==> src/rtl/brcls_pkg.sv <==
package brcls_pkg;
  localparam int CAT_W  = 17;
  localparam int CNT_W  = 2;

  // category bit positions
  localparam int CB_USR   = 0;
  localparam int CB_KRN   = 1;
  localparam int CB_CALL  = 2;
  localparam int CB_RET   = 3;
  localparam int CB_SYSC  = 4;
  localparam int CB_SYSR  = 5;
  localparam int CB_SWI   = 6;
  localparam int CB_IRET  = 7;
  localparam int CB_COND  = 8;
  localparam int CB_JMP   = 9;
  localparam int CB_HWI   = 10;
  localparam int CB_ICALL = 11;
  localparam int CB_ABT   = 12;
  localparam int CB_INTX  = 13;
  localparam int CB_NOTX  = 14;
  localparam int CB_ZCALL = 15;
  localparam int CB_IJMP  = 16;

  localparam logic [CAT_W-1:0] TX_MASK   = (CAT_W'(1) << CB_INTX) | (CAT_W'(1) << CB_NOTX);
  localparam logic [CAT_W-1:0] PRIV_MASK = (CAT_W'(1) << CB_USR) | (CAT_W'(1) << CB_KRN);
  localparam logic [CAT_W-1:0] ALL_MASK  = {CAT_W{1'b1}} & ~TX_MASK;
  localparam logic [CAT_W-1:0] KIND_MASK = ALL_MASK & ~PRIV_MASK;
endpackage

==> src/rtl/brcls_decode.sv <==
module brcls_decode
  import brcls_pkg::*;
(
  input  logic [7:0]       op0,
  input  logic [7:0]       op1,
  input  logic [CNT_W-1:0] op_cnt,
  input  logic [7:0]       modrm,
  input  logic             modrm_vld,
  input  logic             imm_zero,
  output logic [CAT_W-1:0] kind,
  output logic             bytes_ok
);
  always_comb begin
    kind     = '0;
    bytes_ok = (op_cnt != '0);
    if (op_cnt != '0) begin
      case (op0) inside
        8'h0F: begin
          if (op_cnt < CNT_W'(2)) begin
            bytes_ok = 1'b0;
          end else begin
            case (op1) inside
              8'h05, 8'h34:  kind[CB_SYSC] = 1'b1;
              8'h07, 8'h35:  kind[CB_SYSR] = 1'b1;
              [8'h80:8'h8F]: kind[CB_COND] = 1'b1;
              default:       kind = '0;
            endcase
          end
        end
        [8'h70:8'h7F], [8'hE0:8'hE3]: kind[CB_COND] = 1'b1;
        8'hC2, 8'hC3, 8'hCA, 8'hCB:   kind[CB_RET]  = 1'b1;
        8'hCF:                        kind[CB_IRET] = 1'b1;
        [8'hCC:8'hCE]:                kind[CB_SWI]  = 1'b1;
        [8'hE9:8'hEB]:                kind[CB_JMP]  = 1'b1;
        8'h9A:                        kind[CB_CALL] = 1'b1;
        8'hE8: begin
          if (imm_zero) kind[CB_ZCALL] = 1'b1;
          else          kind[CB_CALL]  = 1'b1;
        end
        8'hFF: begin
          if (!modrm_vld) begin
            bytes_ok = 1'b0;
          end else begin
            case (modrm[5:3])
              3'd2, 3'd3: kind[CB_ICALL] = 1'b1;
              3'd4, 3'd5: kind[CB_IJMP]  = 1'b1;
              default:    kind = '0;
            endcase
          end
        end
        default: kind = '0;
      endcase
    end
  end
endmodule

==> src/rtl/brcls_qualify.sv <==
module brcls_qualify
  import brcls_pkg::*;
(
  input  logic [CAT_W-1:0] kind,
  input  logic             bytes_ok,
  input  logic             src_kern,
  input  logic             dst_kern,
  input  logic             src_nz,
  input  logic             dst_nz,
  input  logic             abort,
  input  logic             in_tx,
  input  logic [CAT_W-1:0] req_mask,
  output logic [CAT_W-1:0] cat
);
  logic [CAT_W-1:0] priv;
  logic [CAT_W-1:0] base;
  logic             crossing;

  always_comb begin
    priv = '0;
    if (dst_kern) priv[CB_KRN] = 1'b1;
    else          priv[CB_USR] = 1'b1;

    crossing = !src_kern && dst_kern;
    base     = '0;
    if (!(src_nz && dst_nz)) begin
      base = '0;
    end else if (abort) begin
      base = priv;
      base[CB_ABT] = 1'b1;
    end else if (bytes_ok) begin
      base = kind;
      if (crossing && !kind[CB_SYSC] && !kind[CB_SWI]) begin
        base = '0;
        base[CB_HWI] = 1'b1;
      end
      if (base != '0) base = base | priv;
    end

    cat = base;
    if (base != '0 && (req_mask & TX_MASK) != '0) begin
      if (in_tx) cat[CB_INTX] = 1'b1;
      else       cat[CB_NOTX] = 1'b1;
    end
  end
endmodule

==> src/rtl/brcls_filter.sv <==
module brcls_filter
  import brcls_pkg::*;
(
  input  logic [CAT_W-1:0] cat,
  input  logic [CAT_W-1:0] req_mask,
  output logic             keep
);
  logic want_all;
  logic covered;

  always_comb begin
    want_all = ((req_mask & ALL_MASK) == ALL_MASK);
    covered  = (cat != '0) && ((cat & ~req_mask) == '0);
    keep     = want_all || covered;
  end
endmodule

==> src/rtl/brcls_top.sv <==
module brcls_top
  import brcls_pkg::*;
#(
  parameter bit OUT_REG = 1'b1
) (
  input  logic             clk,
  input  logic             rst_n,
  input  logic             in_vld,
  input  logic [7:0]       op0,
  input  logic [7:0]       op1,
  input  logic [CNT_W-1:0] op_cnt,
  input  logic [7:0]       modrm,
  input  logic             modrm_vld,
  input  logic             imm_zero,
  input  logic             src_kern,
  input  logic             dst_kern,
  input  logic             src_nz,
  input  logic             dst_nz,
  input  logic             abort,
  input  logic             in_tx,
  input  logic [CAT_W-1:0] req_mask,
  output logic             out_vld,
  output logic [CAT_W-1:0] out_cat,
  output logic             out_keep
);
  logic [CAT_W-1:0] kind;
  logic             bytes_ok;
  logic [CAT_W-1:0] cat_c;
  logic             keep_c;

  brcls_decode u_dec (
    .op0(op0), .op1(op1), .op_cnt(op_cnt), .modrm(modrm),
    .modrm_vld(modrm_vld), .imm_zero(imm_zero),
    .kind(kind), .bytes_ok(bytes_ok)
  );

  brcls_qualify u_qual (
    .kind(kind), .bytes_ok(bytes_ok), .src_kern(src_kern), .dst_kern(dst_kern),
    .src_nz(src_nz), .dst_nz(dst_nz), .abort(abort), .in_tx(in_tx),
    .req_mask(req_mask), .cat(cat_c)
  );

  brcls_filter u_filt (
    .cat(cat_c), .req_mask(req_mask), .keep(keep_c)
  );

  generate
    if (OUT_REG) begin : g_reg
      logic             vld_q, vld_d;
      logic [CAT_W-1:0] cat_q, cat_d;
      logic             keep_q, keep_d;
      logic             data_en;

      always_comb begin
        data_en = in_vld;
        vld_d   = in_vld;
        cat_d   = cat_c;
        keep_d  = keep_c;
      end

      always_ff @(posedge clk or negedge rst_n) begin
        if (!rst_n) begin
          vld_q  <= 1'b0;
          cat_q  <= '0;
          keep_q <= 1'b0;
        end else begin
          vld_q <= vld_d;
          if (data_en) begin
            cat_q  <= cat_d;
            keep_q <= keep_d;
          end
        end
      end

      assign out_vld  = vld_q;
      assign out_cat  = cat_q;
      assign out_keep = keep_q;
    end else begin : g_comb
      assign out_vld  = in_vld;
      assign out_cat  = cat_c;
      assign out_keep = keep_c;
    end
  endgenerate
endmodule

==> config.mk <==
export PLATFORM = sky130hd
export DESIGN_NAME = brcls_top
export DESIGN_NICKNAME = d
export VERILOG_FILES = /design/src/rtl/brcls_pkg.sv /design/src/rtl/brcls_decode.sv /design/src/rtl/brcls_qualify.sv /design/src/rtl/brcls_filter.sv /design/src/rtl/brcls_top.sv
export SDC_FILE = /design/constraint.sdc
export NUM_CORES = 1
export LEC_CHECK = 0
export ABC_AREA = 1
export CAP_MARGIN = 30
export CORE_ASPECT_RATIO = 1.75
export CORE_MARGIN = 3
export CORE_UTILIZATION = 44
export DETAILED_ROUTE_END_ITERATION = 12
export PLACE_DENSITY = 0.82
export SYNTH_ARGS = -nofsm -noshare
export SYNTH_HDL_FRONTEND = slang
export SYNTH_SLANG_ARGS = --single-unit
==> constraint.sdc <==
create_clock -name clk -period 0.9 [get_ports clk]
set_input_delay 0.135 -clock clk [delete_from_list [all_inputs] [get_ports clk]]
set_output_delay 0.135 -clock clk [all_outputs]
set_load 0.05 [all_outputs]
==> results of run 1 <==
[metal layers]
metal  GRT overflow  track usage
met4              6       0.5821
met3              0       0.2446
met1              0       0.4861
met2             11       0.7740
met5              0            0
[repair_timing]
item	in CTS
pin swaps	45
setup endpoints to repair	37
gates resized for setup	165
setup buffers	24
cloned	0
[cells in the mapped netlist, drive strengths merged]
cell type	number	area (um2)
dfrtp	19	475.5
nand3b	4	30.03
nor2	56	255.2
nand4	12	75.07
buf	1	3.750
inv	55	211.5
and2	1	6.260
o21ai	10	53.80
or2	2	12.51
nor3	5	41.29
a31oi	1	6.260
nand3	33	197.7
nand2	78	326.6
clkinv	3	12.51
nor4	1	6.260
clkbuf	2	7.510
a21oi	7	38.79
mux2	3	33.78
[stage by stage]
stage	setup TNS [ns]	util	setup WS (ns)	instance area [um2]	instances
2_1_floorplan	-4.388	-	-0.6283	1918	293
3_3_place_gp	-20.51	0.8304	-1.581	3242	459
3_5_place_dp	-21.82	0.8304	-1.680	3242	459
4_1_cts	-9.750	0.9452	-0.9035	3690	483
[cells by family after synthesis]
family	after synthesis	share of synthesized area
muxes	3	0.01883
DFF	19	0.2650
and+or+nand+nor	192	0.5300
buffers and inverters	61	0.1311
AOI/OAI and AO/OA	18	0.05509
==> impl_metrics.json, run 1 <==
{
  "outcome": "stopped before the end",
  "failed_stage": "global routing (5_1_grt)",
  "error": "[ERROR GRT-0116] Global routing finished with congestion. Check the congestion regions in the DRC Viewer.",
  "postCtsHoldBufs": 0,
  "grt_pass1_vias": 3527,
  "cts_sinks": 19,
  "fp.dieH_um": 90.48,
  "clockRootBuffer": "clkbuf_8",
  "yosysUniqueCellTypes": 32,
  "dp_hpwl_mm": 6.124,
  "die_x_um": 54.27,
  "ys_warn_count": 0,
  "synth-seq-cells": 19,
  "htree_levels": 1,
  "syn-cell-area_um2": 1794,
  "gp_congestion": 0.9537,
  "syn_inst": 293,
  "grt_max_degree": 20,
  "synth.avg_cell_area_um2": 6.124,
  "clockBufferDepth": 2,
  "grt_overflow": 17,
  "grt_use_total": 0.5340,
  "synth_nets": 347,
  "rows": 30,
  "grt_pass1_wl_mm": 18.91,
  "pin_count": 73,
  "start_util": 0.4596,
  "cts_buffers": 3,
  "seq_area_frac_synth": 0.2650,
  "io_buffers": 66
}
==> run 2: changes to the inputs <==
--- a/config.mk
+++ b/config.mk
@@ -7,11 +7,10 @@
 export LEC_CHECK = 0
 export ABC_AREA = 1
 export CAP_MARGIN = 30
-export CORE_ASPECT_RATIO = 1.75
 export CORE_MARGIN = 3
-export CORE_UTILIZATION = 44
+export CORE_UTILIZATION = 40
 export DETAILED_ROUTE_END_ITERATION = 12
-export PLACE_DENSITY = 0.82
+export PLACE_DENSITY_LB_ADDON = 0.15
 export SYNTH_ARGS = -nofsm -noshare
 export SYNTH_HDL_FRONTEND = slang
 export SYNTH_SLANG_ARGS = --single-unit
==> impl_metrics.json, run 2 <==
{
  "start_util": 0.4300,
  "grt_max_degree": 20,
  "fin_crit_sh": 2.342,
  "switchingPower_mw": 1.101,
  "dp_hpwl_mm": 4.975,
  "synth_top_family_by_area": "simple AND/OR/NAND/NOR gates",
  "grt_use_total": 0.2973,
  "grt_pass1_wl_mm": 12.32,
  "tightest_slew_ns": 0.2969,
  "start_kind": "input port",
  "cts_buffers": 3,
  "slew_viol_final": 0,
  "cp_slowest_stage_delay_ns": 0.17,
  "synth_commonest_cells": "70 x nand2_1, 46 x inv_1, 46 x nor2_1, 28 x nand3_1, 19 x dfrtp_1",
  "synthSimpleGateAreaFrac": 0.5300,
  "drt-pass1-iter-count": 6,
  "crit_chain": "buf_6 -> buf_6 -> inv_8 -> nand2_4 -> nor2_4 -> buf_6 -> nand2_8 -> clkinv_4 -> nand3_4 -> nand3_4 -> nand2_8 -> nor2_4 -> nand2_1 -> nand2_1 -> nor2_1 -> nand2_1 -> nor2_2 -> nand3_2 -> nor2_2 -> nand2_2 -> a21oi_2",
  "seq_area_frac_synth": 0.2650,
  "drtIter0Drc": 460,
  "p_sw_frac": 0.3797,
  "period_needed_ns": 2.108,
  "max_freq_mhz": 474.4,
  "area_delta_synth_final_pct": 122.4,
  "synth_xor_area_frac": 0,
  "clk_latency_ns": 0.27,
  "ir_drop_uv": 496.6,
  "cts_sinks": 19,
  "rows": 23,
  "yosysTopAreaCell": "dfrtp_1",
  "synth_area_leaders": "dfrtp_1 26%, nand2_1 15%, inv_1 9.6%",
  "drc": 0,
  "synthFlopType": "dfrtp_1",
  "ys_async_sr_fraction": 1.000,
  "fp.dieH_um": 72.98,
  "ys_warn_count": 0,
  "synth_edf_count": 0,
  "pwr-share-seq": 0.321,
  "syn-cell-area_um2": 1794,
  "p_per_area_nw_per_um2": 726.7,
  "viasPerCell": 6.326,
  "final_cell_mix": "72 x buf_4, 48 x nand2_1, 35 x inv_1",
  "synth_nets": 347,
  "grt_setup_unrepaired": "true",
  "hold_slack_ns": 0.2119,
  "synth-seq-cells": 19,
  "drive_above_1_share": 0.5705,
  "pwr-share-clk": 0.221,
  "synthMuxAreaShare": 0.01883,
  "internal_power_mw": 1.799,
  "clock_skew_ns": 0,
  "largest_reg_flops": 17,
  "grt_pass1_vias": 2739,
  "design.die.area_um2": 5325,
  "violations": "negative setup slack",
  "outcome": "complete, but fails checks",
  "layout_commonest_cell": "buf_4",
  "dp_cells": 458,
  "synthAdderAreaFrac": 0,
  "clk_pin_slew_ns": 0.08,
  "grt_overflow": 0,
  "yosysTopAreaCellShare": 0.2650,
  "fin_nets": 502,
  "syn_inst": 293,
  "finalSetupTns_ns": -13.08,
  "postCtsHoldBufs": 0,
  "antenna_found_initial": 0,
  "cp_data_required_time_ns": 1.11,
  "htree_levels": 1,
  "dpl-instance-area_um2": 3222,
  "antenna_cells": 0,
  "worst-setup-path-type": "in2reg",
  "finalHoldViolations": 0,
  "clockRootBuffer": "clkbuf_8",
  "final_cells": 497,
  "hold_path.class": "in2async",
  "leakage_nw": 1.984,
  "pin_count": 73,
  "crit_path_end_kind": "register",
  "die_x_um": 72.98,
  "gp_congestion": 0.8531,
  "core_um2": 4173,
  "crit_fanout": 5,
  "routedWlPerCell_um": 23.46,
  "maxSlewHeadroom": 0.8003,
  "final.setup.worst_slack_ns": -1.208,
  "clockBufferDepth": 2,
  "final_util": 0.9562,
  "ant_nets": 0,
  "slowest_stage": "nand2_8",
  "fillers": 102,
  "vias": 3144,
  "final_area_um2": 3990,
  "finalSetupViolCount": 36,
  "tritoncts": "yes",
  "drt_wl_total_mm": 11.66,
  "synth.avg_cell_area_um2": 6.124,
  "maxCapViolations": 0,
  "cp.arrival_ns": 2.32,
  "io_buffers": 66,
  "yosysUniqueCellTypes": 32,
  "synth_compound_area_frac": 0.05509,
  "synth_most_common_cell": "nand2_1",
  "comb_power_share": 0.457
}
run 2: cell counts after synthesis:
Identical to the previous run, type by type.
run 2: critical path: cells and delay by family:
kind | cells | cell delay [ns]
buffers and inverters | 5 | 0.42
AO/OA/AOI/OAI | 1 | 0.11
AND/OR/NAND/NOR | 15 | 1.62
run 2: repair_timing:
item / in CTS / in global routing
setup buffers: 20 / 19
pin swaps: 48 / 42
cloned: 1 / 0
gates resized for setup: 145 / 80
endpoints found under the setup margin: 37 / 37
run 2: kinds of logic after synthesis:
| kind of cell | after synthesis |
|---|---|
| and+or+nand+nor | 192 |
| buffers and inverters | 61 |
| DFF | 19 |
| AOI/OAI and AO/OA | 18 |
| muxes | 3 |
run 2: worst paths after layout:
| path | to | start | slack (ns) | depth (start not counted) |
|---|---|---|---|---|
| max | out_keep | op0[7] | -1.21 | 21 |
| min | out_cat[11] | rst_n | 0.21 | 2 |
| max reg2reg | out_cat[3] | out_cat[3] | -0.01 | 2 |
| min reg2reg | out_cat[6] | out_cat[6] | 0.60 | 2 |
| max in group asynchronous | out_cat[8] | rst_n | 0.56 | 2 |
| min in group clk | out_cat[15] | in_vld | 0.43 | 3 |
run 2: layer usage:
metal | up-vias | part of all wire | global-route usage
met2 | 363 | 0.48 | 0.5541
met3 | 140 | 0.11 | 0.03306
met4 | 0 | 0.098 | 0.1885
met5 | - | 0 | 0
li1 | 1233 | - | -
met1 | 1408 | 0.32 | 0.3128
run 2: cell type report:
| type | instances | area [um2] | area share |
|---|---|---|---|
| inverter | 58 | 264.0 | 0.06616 |
| clock buffer | 3 | 41.29 | 0.01035 |
| clock inverter | 1 | 5.005 | 0.001254 |
| sequential | 19 | 475.5 | 0.1192 |
| timing repair buffer | 152 | 1531 | 0.3838 |
| multi-input combinational | 214 | 1610 | 0.4036 |
| tap | 50 | 62.56 | 0.01568 |
run 2: power groups by stage:
stage	Sequential, mW	Combinational [mW]	Clock, mW
after CTS	0.928	1.12	0.607
after floorplan	1.05	0.293	0
final	0.932	1.33	0.642
after detailed placement	0.944	1.02	0
after global routing	0.935	1.37	0.662
after global placement	0.942	1.00	0
run 2: through the flow:
stage	power, mW	worst slack, ns
2_1_floorplan	1.340	-0.6283
3_3_place_gp	1.947	-1.430
3_5_place_dp	1.966	-1.522
4_1_cts	2.650	-0.7629
5_1_grt	2.969	-1.276
6_report	2.899	-1.208
(Power assumes the default switching activity.)
==> run 3: changes to the inputs <==
--- a/config.mk
+++ b/config.mk
@@ -5,11 +5,10 @@
 export SDC_FILE = /design/constraint.sdc
 export NUM_CORES = 1
 export LEC_CHECK = 0
-export ABC_AREA = 1
 export CAP_MARGIN = 30
-export CORE_MARGIN = 3
-export CORE_UTILIZATION = 40
+export CORE_AREA = 3 3 64 66
 export DETAILED_ROUTE_END_ITERATION = 12
+export DIE_AREA = 0 0 67 69
 export PLACE_DENSITY_LB_ADDON = 0.15
 export SYNTH_ARGS = -nofsm -noshare
 export SYNTH_HDL_FRONTEND = slang
==> impl_metrics.json, run 3 <==
{
  "outcome": "complete, but fails checks",
  "violations": "negative setup slack",
  "fp.dieH_um": 69,
  "htree_levels": 1,
  "synthAdderAreaFrac": 0,
  "maxSlewHeadroom": 0.6106,
  "start_kind": "input port",
  "finalSetupViolCount": 37,
  "dp_hpwl_mm": 4.176,
  "drt_wl_total_mm": 6.501,
  "io_buffers": 66,
  "synth_area_leaders": "dfrtp_1 35%, inv_1 5.8%, nand2b_1 4.1%",
  "synthFlopType": "dfrtp_1",
  "synth-seq-cells": 19,
  "grt_setup_unrepaired": "true",
  "slew_viol_final": 0,
  "hold_path.class": "in2async",
  "final_cells": 340,
  "fin_crit_sh": 2.143,
  "synthMuxAreaShare": 0.02302,
  "cts_sinks": 19,
  "synth_nets": 210,
  "max_freq_mhz": 518.5,
  "ir_drop_uv": 1170,
  "finalHoldViolations": 0,
  "hold_slack_ns": 0.2122,
  "synth_compound_area_frac": 0.2624,
  "drive_above_1_share": 0.4760,
  "fin_nets": 347,
  "period_needed_ns": 1.929,
  "crit_fanout": 7,
  "reg2reg_from": "out_keep",
  "syn-cell-area_um2": 1359,
  "ant_nets": 0,
  "pin_count": 73,
  "antenna_found_initial": 0,
  "leakage_nw": 1.344,
  "tritoncts": "yes",
  "drt-pass1-iter-count": 4,
  "final.setup.worst_slack_ns": -1.029,
  "clock_skew_ns": 0,
  "grt_pass1_vias": 1945,
  "maxCapViolations": 0,
  "p_per_area_nw_per_um2": 768.8,
  "viasPerCell": 5.715,
  "clk_pin_slew_ns": 0.08,
  "synth_edf_count": 0,
  "synth_xor_area_frac": 0,
  "largest_reg_flops": 17,
  "design.die.area_um2": 4623,
  "yosysTopAreaCellShare": 0.3499,
  "area_delta_synth_final_pct": 127.6,
  "cp.arrival_ns": 2.12,
  "grt_overflow": 0,
  "dp_cells": 318,
  "synth_most_common_cell": "inv_1",
  "synth_top_family_by_area": "simple AND/OR/NAND/NOR gates",
  "clockRootBuffer": "clkbuf_8",
  "worst-setup-path-type": "in2reg",
  "syn_inst": 156,
  "cp_data_required_time_ns": 1.09,
  "yosysTopAreaCell": "dfrtp_1",
  "core_um2": 3633,
  "ys_async_sr_fraction": 1.000,
  "clockBufferDepth": 2,
  "final_cell_mix": "58 x buf_4, 25 x clkdlybuf4s50_1, 21 x inv_1",
  "gp_congestion": 0.9400,
  "start_util": 0.3740,
  "drc": 0,
  "grt_pass1_wl_mm": 9.170,
  "tightest_slew_ns": 0.5827,
  "vias": 1943,
  "clk_latency_ns": 0.26,
  "drtIter0Drc": 162,
  "synth_commonest_cells": "21 x inv_1, 19 x dfrtp_1, 10 x nor2_1",
  "crit_path_end_kind": "register",
  "synth.avg_cell_area_um2": 8.710,
  "rows": 22,
  "ys_warn_count": 0,
  "layout_commonest_cell": "buf_4",
  "antenna_cells": 0,
  "yosysUniqueCellTypes": 48,
  "routedWlPerCell_um": 19.12,
  "grt_max_degree": 20,
  "cts_buffers": 3,
  "startpoint": "op1[6]",
  "seq_area_frac_synth": 0.3499,
  "grt_use_total": 0.2558,
  "die_x_um": 67,
  "synthSimpleGateAreaFrac": 0.2983
}
## run 3: changes by cell type in the layout (fill, tap and decap cells not counted), moves of 9 or more
cell	before	now
nand3_2	12	3
nand3_1	14	1
nand2_1	48	8
nor2_1	24	9
buf_4	72	58
inv_1	35	21
inv_2	13	0
nand2_2	19	0
nor2_4	21	1
nor2_2	11	0
## run 3: what timing repair did
item | CTS | global route
hold endpoints to repair | 0 | 0
buffers inserted | 10 | 8
hold buffers | 0 | 0
setup endpoints to repair | 37 | 36
resized for setup | 63 | 35
pin swaps | 18 | 12
## run 3: critical path, stage by stage
cell and delay (ns):
buf_6 0.09, or4b_4 0.54, nor4_4 0.27, nor3b_4 0.35, buf_6 0.18, o311ai_4 0.19
nand2b_4 0.24, o22ai_2 0.12
## run 3: per-stage QoR
step | TNS, ns | area (um2) | utilization | power [mW] | worst slack (ns)
floorplan | -13.62 | 1366 | - | 1.121 | -0.9739
global route | -18.48 | 3093 | 0.8512 | 2.464 | -1.099
finish | -17.07 | 3093 | 0.8512 | 2.378 | -1.029
detailed placement | -24.99 | 2661 | 0.7324 | 1.683 | -1.552
CTS | -15.54 | 2927 | 0.8054 | 2.304 | -1.030
global placement | -23.82 | 2661 | 0.7324 | 1.667 | -1.482
## run 3: where the power goes
group          internal, mW  switching, mW  leakage (nW)
combinational         0.476          0.402          1.06
clock                 0.309          0.300        0.0255
sequential            0.871         0.0200         0.260
## run 3: path summary, 6_finish.rpt
path / to / slack, ns / cells after the start
setup / recovery: out_cat[11] / -1.03 / 8
hold / removal: out_cat[4] / 0.21 / 2
setup reg to reg: out_keep / -0.04 / 2
hold reg to reg: out_cat[10] / 0.58 / 2
max in group asynchronous: out_cat[14] / 0.55 / 2
min in group clk: out_cat[4] / 0.46 / 6
## run 3: cell families (layout without fill, tap and decap cells)
group | Yosys count | count (layout)
simple gates | 64 | 64
compound gates | 46 | 46
buf+inv | 24 | 160
flops | 19 | 19
mux | 3 | 3
## run 3: final cells by class
type	instances	area, um2
Tap cell	48	60.06
Clock buffer	3	41.29
Timing Repair Buffer	135	1393
Inverter	21	78.83
Multi-Input combinational cell	113	1040
Sequential cell	19	475.5
Clock inverter	1	5.005
Fill cell	208	540.5
## run 3: per-layer routing
metal  track usage  up-vias  routed length, um
met5             0        -                  0
met4       0.09910        0                215
met3       0.05049       27                468
met2        0.4312      120               3398
met1        0.3122      915               2418
li1              -      881                  -
==> run 4: changes to the inputs <==
--- a/config.mk
+++ b/config.mk
@@ -9,6 +9,7 @@
 export CORE_AREA = 3 3 64 66
 export DETAILED_ROUTE_END_ITERATION = 12
 export DIE_AREA = 0 0 67 69
+export GPL_ROUTABILITY_DRIVEN = 0
 export PLACE_DENSITY_LB_ADDON = 0.15
 export SYNTH_ARGS = -nofsm -noshare
 export SYNTH_HDL_FRONTEND = slang
==> constraint.sdc (replaced) <==
create_clock -name clk -period 2.3 [get_ports clk]
set_input_delay 0.345 -clock clk [delete_from_list [all_inputs] [get_ports clk]]
set_output_delay 0.345 -clock clk [all_outputs]
set_load 0.05 [all_outputs]
==> impl_metrics.json, run 4 (same netlist as run 3, synthesis figures left out) <==
{
  "grt_max_degree": 24,
  "vias": 1694,
  "cts_sinks": 19,
  "grt_pass1_vias": 1703,
  "tightest_slew_ns": 0.5210,
  "finalSetupViolCount": 0,
  "finalHoldViolations": 0,
  "period_needed_ns": 2.214,
  "antenna_found_initial": 0,
  "drt-pass1-iter-count": 4,
  "fp.dieH_um": 69,
  "max_freq_mhz": 451.7,
  "hold_path.class": "in2async",
  "hold_slack_ns": 0.4204,
  "clockRootBuffer": "clkbuf_8",
  "grt_pass1_wl_mm": 8.155,
  "finalPower_mw": 0.8521,
  "clockBufferDepth": 2,
  "layout_commonest_cell": "clkdlybuf4s50_1",
  "io_buffers": 66,
  "outcome": "finished, final reports clean",
  "core_um2": 3633,
  "routedWlPerCell_um": 16.82,
  "drive_above_1_share": 0.2239,
  "largest_reg_flops": 17,
  "final_util": 0.6811,
  "viasPerCell": 5.518,
  "ant_nets": 0,
  "area_delta_synth_final_pct": 82.14,
  "crit_fanout": 5,
  "drtIter0Drc": 82,
  "fillers": 321,
  "final_cell_mix": "55 x clkdlybuf4s50_1, 35 x buf_4, 21 x inv_1",
  "critPathTopFamily": "simple AND/OR/NAND/NOR gates",
  "pin_count": 73,
  "drt_wl_total_mm": 5.163,
  "worst-setup-path-type": "in2reg",
  "slew_viol_final": 0,
  "crit_chain": "clkdlybuf4s50_1 -> nand4_1 -> buf_6 -> nor4_4 -> nor3b_4 -> nor2_2 -> a31o_4 -> o31ai_2",
  "dp_hpwl_mm": 3.804,
  "p_per_area_nw_per_um2": 344.3,
  "clk_pin_slew_ns": 0.07,
  "design.die.area_um2": 4623,
  "crit_path_end_kind": "register",
  "grt_use_total": 0.2236,
  "rows": 22,
  "maxCapViolations": 0,
  "clk_latency_ns": 0.26,
  "htree_levels": 1,
  "cp.arrival_ns": 2.39,
  "leakage_nw": 1.011,
  "cp_data_required_time_ns": 2.48,
  "ir_drop_uv": 418.3,
  "start_util": 0.3740,
  "grt_overflow": 0,
  "slowest_stage": "clkdlybuf4s50_1",
  "clock_skew_ns": 0,
  "maxSlewHeadroom": 0.6516,
  "cp_slowest_stage_delay_ns": 0.48,
  "fin_nets": 314,
  "cp_num_buf_inv": 2,
  "final.setup.worst_slack_ns": 0.08630,
  "drc": 0,
  "die_x_um": 67,
  "start_kind": "input port",
  "antenna_cells": 0,
  "finalSetupTns_ns": 0,
  "cts_buffers": 3,
  "place_ws_ns": -0.4841,
  "postCtsHoldBufs": 0,
  "tritoncts": "yes",
  "fin_crit_sh": 0.9625
}
## run 4: changes by cell type in the layout (fill, tap and decap cells not counted), moves of 4 or more
cell / before / now
o22ai_1: 2 / 9
buf_4: 58 / 35
o21ai_0: 5 / 9
o32ai_2: 6 / 2
o32ai_1: 0 / 4
clkdlybuf4s50_1: 25 / 55
buf_6: 13 / 1
buf_12: 20 / 0
o22ai_2: 6 / 0
## run 4: final cells by class
class | instances | area [um2] | share of cell area
timing repair buffer | 102 | 924.6 | 0.3736
multi-input combinational | 113 | 889.6 | 0.3595
sequential | 19 | 475.5 | 0.1921
inverter | 21 | 78.83 | 0.03185
tap | 48 | 60.06 | 0.02427
clock buffer | 3 | 41.29 | 0.01668
clock inverter | 1 | 5.005 | 0.002022
## run 4: per-layer routing
metal  vias to the layer above  wire length [um]  GRT usage
li1                        808                 -          -
met1                       814              2136     0.2892
met2                        60              2660     0.3614
met3                        12               275    0.04723
met4                         0                90    0.07883
met5                         -                 0          0
## run 4: what timing repair did
action                     CTS  global route
buffers inserted             5             2
pin swaps                   12             5
resized for setup           19             8
setup endpoints to repair   14             9
## run 4: path summary, 6_finish.rpt
path                            startpoint         end  slack, ns  depth (start not counted)
worst max register to register    out_keep    out_keep       1.48                          2
worst min register to register  out_cat[4]  out_cat[4]       0.53                          2
worst min-delay path                 rst_n  out_cat[4]       0.42                          2
worst max-delay path                op0[1]    out_keep       0.09                          8
min in group clk                out_cat[4]  out_cat[4]       0.53                          2
max in group asynchronous            rst_n  out_cat[2]       1.67                          2
## run 4: where the power goes
group | internal [mW] | switching, mW
logic | 0.139 | 0.132
clock network | 0.121 | 0.116
registers | 0.341 | 0.00382
## run 4: through the flow
stage / area (um2) / std cells
5_1_grt: 2475 / 307
3_3_place_gp: 2286 / 296
3_5_place_dp: 2286 / 296
2_1_floorplan: 1359 / 156
6_report: 2475 / 307
4_1_cts: 2411 / 305
